$ cat config.mk
export PLATFORM = sky130hd
export DESIGN_NAME = ctlreg_unlock_seq
export DESIGN_NICKNAME = d
export VERILOG_FILES = /design/src/rtl/ctlseq_pkg.sv /design/src/rtl/ctlseq_txn.sv /design/src/rtl/ctlseq_latch.sv /design/src/rtl/ctlseq_busy.sv /design/src/rtl/ctlreg_unlock_seq.sv
export SDC_FILE = /design/constraint.sdc
export NUM_CORES = 1
export LEC_CHECK = 0
export CAP_MARGIN = 20
export CELL_PAD_IN_SITES_DETAIL_PLACEMENT = 1
export CELL_PAD_IN_SITES_GLOBAL_PLACEMENT = 1
export CORE_AREA = 2 2 69 71
export CTS_CLUSTER_DIAMETER = 200
export DETAILED_ROUTE_END_ITERATION = 7
export DIE_AREA = 0 0 71 73
export PLACE_DENSITY_LB_ADDON = 0.1
export SYNTH_ARGS = -nofsm -noshare
export SYNTH_HDL_FRONTEND = slang
export SYNTH_SLANG_ARGS = --single-unit
export TNS_END_PERCENT = 30
$ cat constraint.sdc
create_clock -name clk -period 2.5 [get_ports clk]
set_input_delay 0.5 -clock clk [delete_from_list [all_inputs] [get_ports clk]]
set_output_delay 0.5 -clock clk [all_outputs]
set_load 0.005 [all_outputs]
$ cat src/rtl/ctlseq_pkg.sv
package ctlseq_pkg;

  typedef enum logic [2:0] {
    ACT_NONE,
    ACT_SET_WEL,
    ACT_SET_RWEL,
    ACT_COMMIT,
    ACT_CLEAR
  } ctl_act_e;

  typedef struct packed {
    logic pup_hi;
    logic wd_hi;
    logic wd_lo;
    logic bprot;
    logic pup_lo;
  } nv_bits_t;

  localparam logic [7:0] BYTE_ARM    = 8'h02;
  localparam logic [7:0] BYTE_UNLOCK = 8'h06;
  localparam logic [7:0] BYTE_DISARM = 8'h00;

  // Decode of an accepted byte, given the enable latches at the stop.
  function automatic ctl_act_e classify(input logic [7:0] b,
                                        input logic wel,
                                        input logic rwel);
    ctl_act_e act;
    act = ACT_NONE;
    if (rwel) begin
      if (b[3:1] == 3'b001)      act = ACT_COMMIT;
      else if (b[3:1] == 3'b011) act = ACT_SET_RWEL;
      else if (b == BYTE_DISARM) act = ACT_CLEAR;
    end else begin
      if (b == BYTE_ARM)                  act = ACT_SET_WEL;
      else if (b == BYTE_UNLOCK && wel)   act = ACT_SET_RWEL;
      else if (b == BYTE_DISARM)          act = ACT_CLEAR;
    end
    return act;
  endfunction

endpackage

$ cat src/rtl/ctlseq_txn.sv
module ctlseq_txn #(
  parameter int IDX_W = 4
) (
  input  logic             clk,
  input  logic             rst_n,
  input  logic             sel_i,
  input  logic             sel_read_i,
  input  logic             accept_i,
  input  logic             byte_i,
  input  logic [IDX_W-1:0] byte_idx_i,
  input  logic [7:0]       byte_data_i,
  input  logic             stop_i,
  input  logic             wp_i,
  input  logic             wel_i,
  output logic             data_ack_o,
  output logic             done_o,
  output logic [7:0]       done_byte_o
);
  import ctlseq_pkg::*;

  logic       open_q, open_d;
  logic       have_q, have_d;
  logic       abort_q, abort_d;
  logic [7:0] byte_q, byte_d;
  logic       byte_en;

  always_comb begin
    data_ack_o = byte_i && open_q && !wp_i && (byte_idx_i == '0) && !have_q &&
                 ((byte_data_i == BYTE_ARM) || wel_i);
    done_o      = stop_i && !sel_i && !byte_i && open_q && have_q && !abort_q;
    done_byte_o = byte_q;
  end

  always_comb begin
    open_d  = open_q;
    have_d  = have_q;
    abort_d = abort_q;
    byte_d  = byte_q;
    byte_en = 1'b0;
    if (sel_i) begin
      open_d  = !sel_read_i && accept_i;
      have_d  = 1'b0;
      abort_d = 1'b0;
    end else if (byte_i) begin
      if (data_ack_o) begin
        have_d  = 1'b1;
        byte_d  = byte_data_i;
        byte_en = 1'b1;
      end else if (open_q) begin
        abort_d = 1'b1;
      end
    end else if (stop_i) begin
      open_d  = 1'b0;
      have_d  = 1'b0;
      abort_d = 1'b0;
    end
  end

  always_ff @(posedge clk or negedge rst_n) begin
    if (!rst_n) begin
      open_q  <= 1'b0;
      have_q  <= 1'b0;
      abort_q <= 1'b0;
    end else begin
      open_q  <= open_d;
      have_q  <= have_d;
      abort_q <= abort_d;
    end
  end

  always_ff @(posedge clk or negedge rst_n) begin
    if (!rst_n)       byte_q <= 8'h00;
    else if (byte_en) byte_q <= byte_d;
  end

endmodule

$ cat src/rtl/ctlseq_latch.sv
module ctlseq_latch #(
  parameter logic [4:0] NV_DEFAULT = 5'b0_11_0_1
) (
  input  logic                  clk,
  input  logic                  rst_n,
  input  logic                  done_i,
  input  logic [7:0]            byte_i,
  output logic                  wel_o,
  output logic                  rwel_o,
  output ctlseq_pkg::nv_bits_t  nv_o,
  output logic                  commit_o
);
  import ctlseq_pkg::*;

  logic     wel_q, wel_d, rwel_q, rwel_d;
  nv_bits_t nv_q, nv_d;
  ctl_act_e act;

  always_comb begin
    act      = done_i ? classify(byte_i, wel_q, rwel_q) : ACT_NONE;
    wel_d    = wel_q;
    rwel_d   = rwel_q;
    nv_d     = nv_q;
    commit_o = 1'b0;
    case (act)
      ACT_SET_WEL:  wel_d = 1'b1;
      ACT_SET_RWEL: begin wel_d = 1'b1; rwel_d = 1'b1; end
      ACT_COMMIT: begin
        nv_d     = '{pup_hi: byte_i[7], wd_hi: byte_i[6], wd_lo: byte_i[5],
                     bprot: byte_i[4], pup_lo: byte_i[0]};
        rwel_d   = 1'b0;
        commit_o = 1'b1;
      end
      ACT_CLEAR: begin wel_d = 1'b0; rwel_d = 1'b0; end
      default: ;
    endcase
  end

  always_ff @(posedge clk or negedge rst_n) begin
    if (!rst_n) begin
      wel_q  <= 1'b0;
      rwel_q <= 1'b0;
    end else if (done_i) begin
      wel_q  <= wel_d;
      rwel_q <= rwel_d;
    end
  end

  always_ff @(posedge clk or negedge rst_n) begin
    if (!rst_n)        nv_q <= NV_DEFAULT;
    else if (commit_o) nv_q <= nv_d;
  end

  assign wel_o  = wel_q;
  assign rwel_o = rwel_q;
  assign nv_o   = nv_q;

endmodule

$ cat src/rtl/ctlseq_busy.sv
module ctlseq_busy #(
  parameter int BUSY_TICKS = 10000
) (
  input  logic clk,
  input  logic rst_n,
  input  logic load_i,
  input  logic tick_i,
  output logic busy_o
);
  localparam int CNT_W = $clog2(BUSY_TICKS + 1);
  localparam logic [CNT_W-1:0] LOAD_VAL = CNT_W'(BUSY_TICKS);

  logic [CNT_W-1:0] cnt_q, cnt_d;
  logic             cnt_en;

  always_comb begin
    cnt_d  = cnt_q;
    cnt_en = 1'b0;
    if (load_i) begin
      cnt_d  = LOAD_VAL;
      cnt_en = 1'b1;
    end else if (tick_i && (cnt_q != '0)) begin
      cnt_d  = cnt_q - 1'b1;
      cnt_en = 1'b1;
    end
  end

  always_ff @(posedge clk or negedge rst_n) begin
    if (!rst_n)      cnt_q <= '0;
    else if (cnt_en) cnt_q <= cnt_d;
  end

  assign busy_o = (cnt_q != '0);

endmodule

$ cat src/rtl/ctlreg_unlock_seq.sv
module ctlreg_unlock_seq #(
  parameter int         IDX_W      = 4,
  parameter int         BUSY_TICKS = 10000,
  parameter logic [4:0] NV_DEFAULT = 5'b0_11_0_1
) (
  input  logic             clk,
  input  logic             rst_n,
  input  logic             sel_i,
  input  logic             sel_read_i,
  input  logic             byte_i,
  input  logic [IDX_W-1:0] byte_idx_i,
  input  logic [7:0]       byte_data_i,
  input  logic             stop_i,
  input  logic             wp_i,
  input  logic             tick_i,
  output logic             addr_ack_o,
  output logic             data_ack_o,
  output logic [7:0]       ctl_reg_o,
  output logic             busy_o
);
  import ctlseq_pkg::*;

  logic     rst_meta, rst_sync;
  logic     wel, rwel, done, commit;
  logic [7:0] done_byte;
  nv_bits_t nv;

  // Asynchronous assertion, synchronous release.
  always_ff @(posedge clk or negedge rst_n) begin
    if (!rst_n) begin
      rst_meta <= 1'b0;
      rst_sync <= 1'b0;
    end else begin
      rst_meta <= 1'b1;
      rst_sync <= rst_meta;
    end
  end

  ctlseq_txn #(.IDX_W(IDX_W)) u_txn (
    .clk(clk), .rst_n(rst_sync),
    .sel_i(sel_i), .sel_read_i(sel_read_i), .accept_i(!busy_o),
    .byte_i(byte_i), .byte_idx_i(byte_idx_i), .byte_data_i(byte_data_i),
    .stop_i(stop_i), .wp_i(wp_i), .wel_i(wel),
    .data_ack_o(data_ack_o), .done_o(done), .done_byte_o(done_byte)
  );

  ctlseq_latch #(.NV_DEFAULT(NV_DEFAULT)) u_latch (
    .clk(clk), .rst_n(rst_sync),
    .done_i(done), .byte_i(done_byte),
    .wel_o(wel), .rwel_o(rwel), .nv_o(nv), .commit_o(commit)
  );

  ctlseq_busy #(.BUSY_TICKS(BUSY_TICKS)) u_busy (
    .clk(clk), .rst_n(rst_sync),
    .load_i(commit), .tick_i(tick_i), .busy_o(busy_o)
  );

  assign addr_ack_o = sel_i && !busy_o;
  assign ctl_reg_o  = {nv.pup_hi, nv.wd_hi, nv.wd_lo, nv.bprot, 1'b0, rwel, wel, nv.pup_lo};

endmodule

==> impl_metrics.json, run 1 <==
{
  "status": "finished, final reports clean",
  "synth-compound-area-share": 0.0881,
  "synthMuxAreaShare": 0.0764,
  "clock_sinks": 34,
  "die_w_um": 71,
  "wl_per_cell_um": 15.5,
  "grt.overflow.total": 0,
  "crit_buf_inv": 2,
  "skew_ps": 6.75,
  "finalHoldViolCount": 0,
  "synth_area_um2": 1700,
  "root_buffer": "clkbuf_8",
  "io_pins": 31,
  "tightestPinTransition_ps": 690,
  "num_rows": 25,
  "crit_family": "simple AND/OR/NAND/NOR gates",
  "p_leak_nw": 1.07,
  "powerDensity_nw_per_um2": 746,
  "antenna_found_initial": 0,
  "syn_nets": 193,
  "grt_pass1_wl_um": 7040,
  "drtIter0Drc": 26,
  "place_congestion": 0.835,
  "crit_arrival_ps": 1950,
  "r2r_start": "u_txn.abort_q",
  "via_count": 1485,
  "rsz0062_at_grt": "no",
  "finalWorstSetupSlack_ps": 54.3,
  "synth_top_cell_area_share": 0.455,
  "drtPass1Iterations": 4,
  "max_freq_ghz": 0.409,
  "dieArea_um2": 5180,
  "first_global_vias": 1511,
  "ys_seq_area_frac": 0.501,
  "yosys.area_share.simple": 0.280,
  "worstPathCellList": "dlygate4sd2_1, or4_1, or4_4, nor2_4, buf_2",
  "start_util": 0.376,
  "clockBufferDepth": 2,
  "antennaDiodeCount": 0,
  "grt_start_max_net_pins": 18,
  "fin_crit_ps": 2450,
  "required_ps": 2000,
  "ctsHoldBuffers": 0,
  "max_slew_margin": 0.534,
  "reg2reg_to": "u_busy.cnt_q[3]",
  "layout-area-overhead-vs-synth_pct": 37.9,
  "worstPathMaxFanout": 2,
  "utilization": 0.518,
  "yosysWarnings": 0,
  "setup_viol": 0,
  "rrSetupSlack_ps": 570,
  "r2r_cells": 5,
  "synth_top_cell_by_area": "dfrtp_1",
  "hold_slack_ps": 272,
  "clk_pin_slew_ps": 70,
  "nNetsFinal": 249,
  "startpoint_type": "input port",
  "drc": 0,
  "postSynthAreaPerCell_um2": 9.91,
  "synth_edf_count": 0,
  "hold_class": "reg2async",
  "fin_crit_sh": 0.978,
  "slew_violations": 0,
  "maxCapViolCount": 0,
  "synthArstFlopShare": 1.00,
  "synthXorXnorAreaFrac": 0.00514,
  "dp_worst_setup_slack_ps": -597,
  "cts_tree": "yes",
  "h-tree-depth": 2,
  "clk_latency_ps": 280,
  "synth_cells": 172,
  "antenna_left": 0,
  "ys_seq_elements": 34,
  "critPathMaxStageDelay_ps": 510,
  "synth_cell_types": 40,
  "ys.flop_type": "dfrtp_1",
  "dp.final_hpwl_um": 3340,
  "drive_above_1_share": 0.231,
  "crit_type": "in2out",
  "endpoint_kind": "output pin",
  "cts_buffers": 5,
  "grt.total_usage": 0.175,
  "peakVddDrop_mv": 0.339,
  "synthAdderAreaFrac": 0.00734,
  "portBuffers": 29,
  "via_per_inst": 5.25,
  "design.core.area_um2": 4540,
  "wl_um": 4380,
  "yosys-top-cells-area": "dfrtp_1 (46%), nand2_1 (5.7%), mux2_2 (5.3%), dfstp_2 (4.6%), nand3_1 (2.9%)",
  "die_y_um": 73,
  "slowest_stage": "or4_4",
  "synth_top_family_by_area": "simple AND/OR/NAND/NOR gates"
}
## worst max-delay path by stage
| stage | from | to | slack [ps] | cells past startpoint |
|---|---|---|---|---|
| after detailed placement | byte_idx_i[1] | data_ack_o | -600 | 5 |
| after floorplan | byte_idx_i[1] | u_txn.done_byte_o[0] | 230 | 4 |
| after CTS | u_busy.cnt_q[0] | busy_o | 10 | 6 |
| after global routing | byte_idx_i[3] | data_ack_o | 0.8 | 5 |
| after global placement | byte_idx_i[1] | data_ack_o | -530 | 5 |
| final | byte_idx_i[3] | data_ack_o | 50 | 5 |
## power by group
part           internal, mW  switching [mW]  total, mW
clock network         0.221           0.203      0.425
logic                 0.272           0.281      0.553
registers             0.659           0.117      0.777
## cells in the mapped netlist, drive strengths merged (2+ instances only)
cell	number
dfstp	3
o21ai	4
nand3	10
or4	3
nor4	3
clkbuf	2
mux2	8
nor3	4
nor2b	2
a21oi	6
nand2	26
a211o	3
nand2b	3
nor3b	4
mux2i	4
and2	3
inv	9
nand3b	3
nor2	11
nand4	7
or3	2
nor4b	2
buf	3
o31ai	2
a41oi	2
conb	2
dfrtp	31
## layout make-up
type                            count  area (um2)
Timing Repair Buffer               54         484
Clock inverter                      2        12.5
Clock buffer                        6        82.6
Fill cell                         506        2190
Multi-Input combinational cell    124         815
Inverter                            9        33.8
Tap cell                           54        67.6
Sequential cell                    34         855
## state kept, by name, summed over array words and instances (netlist names)
register,count
u_latch.wel_o,1
u_txn.open_q,1
rst_meta,1
u_latch.nv_o,5
u_txn.abort_q,1
u_txn.done_byte_o,8
u_txn.have_q,1
u_busy.cnt_q,14
u_latch.rwel_o,1
rst_sync,1
## cell usage in the layout (no fill, tap or decap), types with 3 or more instances in the layout
cell	synthesis	routed
o21ai_0	4	4
nor2_1	11	10
a21oi_1	6	6
nor4_1	3	3
dlygate4sd2_1	0	3
mux2_2	8	8
nand4_1	7	7
nand2_1	26	26
nand3b_1	3	3
nand3_1	10	10
inv_1	9	7
nor3b_1	4	4
nand2b_1	3	3
buf_4	3	24
and2_1	3	3
dfstp_2	3	3
clkdlybuf4s50_1	0	22
a211o_1	3	3
nor3_1	3	3
clkbuf_8	0	6
dfrtp_1	31	31
mux2i_1	4	4
## per-layer routing
| layer | global-route usage | wire, um | share of wire |
|---|---|---|---|
| met1 | 0.198 | 1830 | 0.42 |
| met2 | 0.335 | 2410 | 0.55 |
| met4 | 0.0503 | 34 | 0.0078 |
| met3 | 0.0331 | 107 | 0.024 |
| met5 | 0 | 0 | 0 |
## stage by stage
step                      instances  instance area, um2  power [mW]  setup TNS [ps]
after global routing            283                2350        1.89               0
after global placement          269                2190        1.24           -2680
after floorplan                 172                1700        1.07               0
after detailed placement        269                2190        1.28           -3260
final                           283                2350        1.75               0
after CTS                       280                2320        1.77               0
## cells by family after synthesis
kind of cell	Yosys count
adders and majority gates	1
and+or+nand+nor	86
other	2
xor gates and xnor gates	1
DFF	34
muxes	12
AOI/OAI and AO/OA	22
buffers and inverters	14
## repair_timing
action                     4_1_cts  5_1_grt
pin swaps                        5        1
cloned                           0        0
buffers inserted                 3        3
resized for setup               16        3
setup endpoints to repair       11        2
Note: power is estimated with default switching activity, not from simulation.
==> run 2: changes to the inputs <==
--- a/config.mk
+++ b/config.mk
@@ -6,10 +6,11 @@
 export NUM_CORES = 1
 export LEC_CHECK = 0
 export CAP_MARGIN = 20
-export CELL_PAD_IN_SITES_DETAIL_PLACEMENT = 1
+export CELL_PAD_IN_SITES_DETAIL_PLACEMENT = 0
 export CELL_PAD_IN_SITES_GLOBAL_PLACEMENT = 1
 export CORE_AREA = 2 2 69 71
 export CTS_CLUSTER_DIAMETER = 200
+export CTS_CLUSTER_SIZE = 16
 export DETAILED_ROUTE_END_ITERATION = 7
 export DIE_AREA = 0 0 71 73
 export PLACE_DENSITY_LB_ADDON = 0.1
==> impl_metrics.json, run 2 (synthesis results as in run 1) <==
{
  "top_usage_layer": "met2",
  "grt.total_usage": 0.164,
  "drtIter0Drc": 45,
  "use_met3": 0.0456,
  "place_congestion": 0.835,
  "wl_per_cell_um": 13.9,
  "antennaDiodeCount": 0,
  "combPwrFrac": 0.320,
  "antenna_left": 0,
  "clkPwrFrac": 0.241,
  "clk_latency_ps": 280,
  "h-tree-depth": 2,
  "final_cell_mix": "dfrtp_1 (31), nand2_1 (26), buf_4 (26), clkdlybuf4s50_1 (22)",
  "crit_start": "byte_idx_i[3]",
  "setup_viol": 0,
  "via_count": 1491,
  "rsz0062_at_grt": "no",
  "fin_setup_tns_ps": 0,
  "peakVddDrop_mv": 0.333,
  "crit_arrival_ps": 1920,
  "clk_pin_slew_ps": 70,
  "design.core.area_um2": 4540,
  "crit_type": "in2out",
  "rrSetupSlack_ps": 530,
  "p_leak_nw": 1.09,
  "finalWorstSetupSlack_ps": 77.6,
  "drc": 0,
  "die_y_um": 73,
  "root_buffer": "clkbuf_8",
  "fin_crit_sh": 0.969,
  "final_area_um2": 2350,
  "die_w_um": 71,
  "r2r_start": "u_busy.cnt_q[1]",
  "grt.overflow.total": 0,
  "largest-register": "u_busy.cnt_q",
  "dp_cells": 269,
  "grt_start_max_net_pins": 18,
  "dp.final_hpwl_um": 3030,
  "required_ps": 2000,
  "p_switching_mw": 0.579,
  "wl_um": 3960,
  "max_freq_ghz": 0.413,
  "final_common_cell": "dfrtp_1",
  "startpoint_type": "input port",
  "start_util": 0.376,
  "powerDensity_nw_per_um2": 742,
  "slew_violations": 0,
  "reg2reg_to": "u_busy.cnt_q[11]",
  "r2r_cells": 6,
  "antenna_found_initial": 0,
  "nNetsFinal": 251,
  "drive_above_1_share": 0.229,
  "endpoint_kind": "output pin",
  "clockBufferDepth": 2,
  "tightestPinTransition_ps": 640,
  "layout-area-overhead-vs-synth_pct": 38.2,
  "dieArea_um2": 5180,
  "maxCapViolCount": 0,
  "fin_crit_ps": 2420,
  "portBuffers": 29,
  "cts_buffers": 5,
  "dpl_cell_area_um2": 2190,
  "swShare": 0.331,
  "first_global_vias": 1467,
  "skew_ps": 5.83,
  "grt_pass1_wl_um": 6580,
  "instances_no_fill": 285,
  "clock_sinks": 34,
  "gr-usage-met1": 0.183,
  "drtPass1Iterations": 5,
  "cts_tree": "yes",
  "internal_power_mw": 1.17,
  "worstPathMaxFanout": 2,
  "seq_power_share": 0.439,
  "num_rows": 25,
  "largest_reg_flops": 14,
  "via_per_inst": 5.23,
  "finalHoldViolCount": 0,
  "endpoint": "data_ack_o",
  "max_slew_margin": 0.567,
  "status": "finished, final reports clean",
  "fillers": 421,
  "io_pins": 31,
  "hold_class": "reg2async",
  "hold_slack_ps": 266,
  "dp_worst_setup_slack_ps": -586,
  "use_met2": 0.299
}
-- run 2: worst min path at each step --
stage / slack, ps / depth (start not counted) / startpoint / endpoint
global placement: 290 / 0 / rst_sync / u_txn.done_byte_o[0]
finish: 270 / 0 / rst_sync / u_txn.done_byte_o[0]
detailed placement: 300 / 0 / rst_sync / u_txn.done_byte_o[0]
global route: 340 / 0 / rst_sync / u_txn.done_byte_o[1]
floorplan: 200 / 0 / rst_n / rst_meta
CTS: 300 / 0 / rst_sync / u_busy.cnt_q[5]
-- run 2: final cells by class --
type	count	area (um2)	area share
Timing Repair Buffer	56	499	0.212
Clock inverter	2	12.5	0.00531
Inverter	9	33.8	0.0143
Clock buffer	6	82.6	0.0351
Multi-Input combinational cell	124	805	0.342
Tap cell	54	67.6	0.0287
Sequential cell	34	855	0.363
-- run 2: routing by layer --
metal / vias to the layer above / share of wire
met5: - / 0
met4: 0 / 0.018
met3: 8 / 0.032
met2: 24 / 0.54
met1: 730 / 0.41
li1: 729 / -
-- run 2: stage by stage --
stage,utilization,power [mW]
2_1_floorplan,-,1.07
3_3_place_gp,0.482,1.24
3_5_place_dp,0.482,1.26
4_1_cts,0.512,1.74
5_1_grt,0.519,1.88
6_report,0.519,1.75
-- run 2: power by group through the flow --
stage | combinational (mW) | sequential (mW) | clock [mW]
floorplan | 0.311 | 0.755 | 0
global placement | 0.464 | 0.776 | 0
detailed placement | 0.483 | 0.781 | 0
CTS | 0.537 | 0.768 | 0.438
global route | 0.627 | 0.784 | 0.470
finish | 0.559 | 0.768 | 0.421
-- run 2: what timing repair did --
item | CTS | global route
cloned | 0 | 0
resized for setup | 15 | 1
hold buffers | 0 | 0
buffers inserted | 4 | 4
pin swaps | 5 | 2
endpoints found under the setup margin | 8 | 2
-- run 2: critical path, stage by stage --
cell and delay (ps):
dlygate4sd2_1 220, or4_1 470, or4_4 510, nor2_4 100, buf_2 120
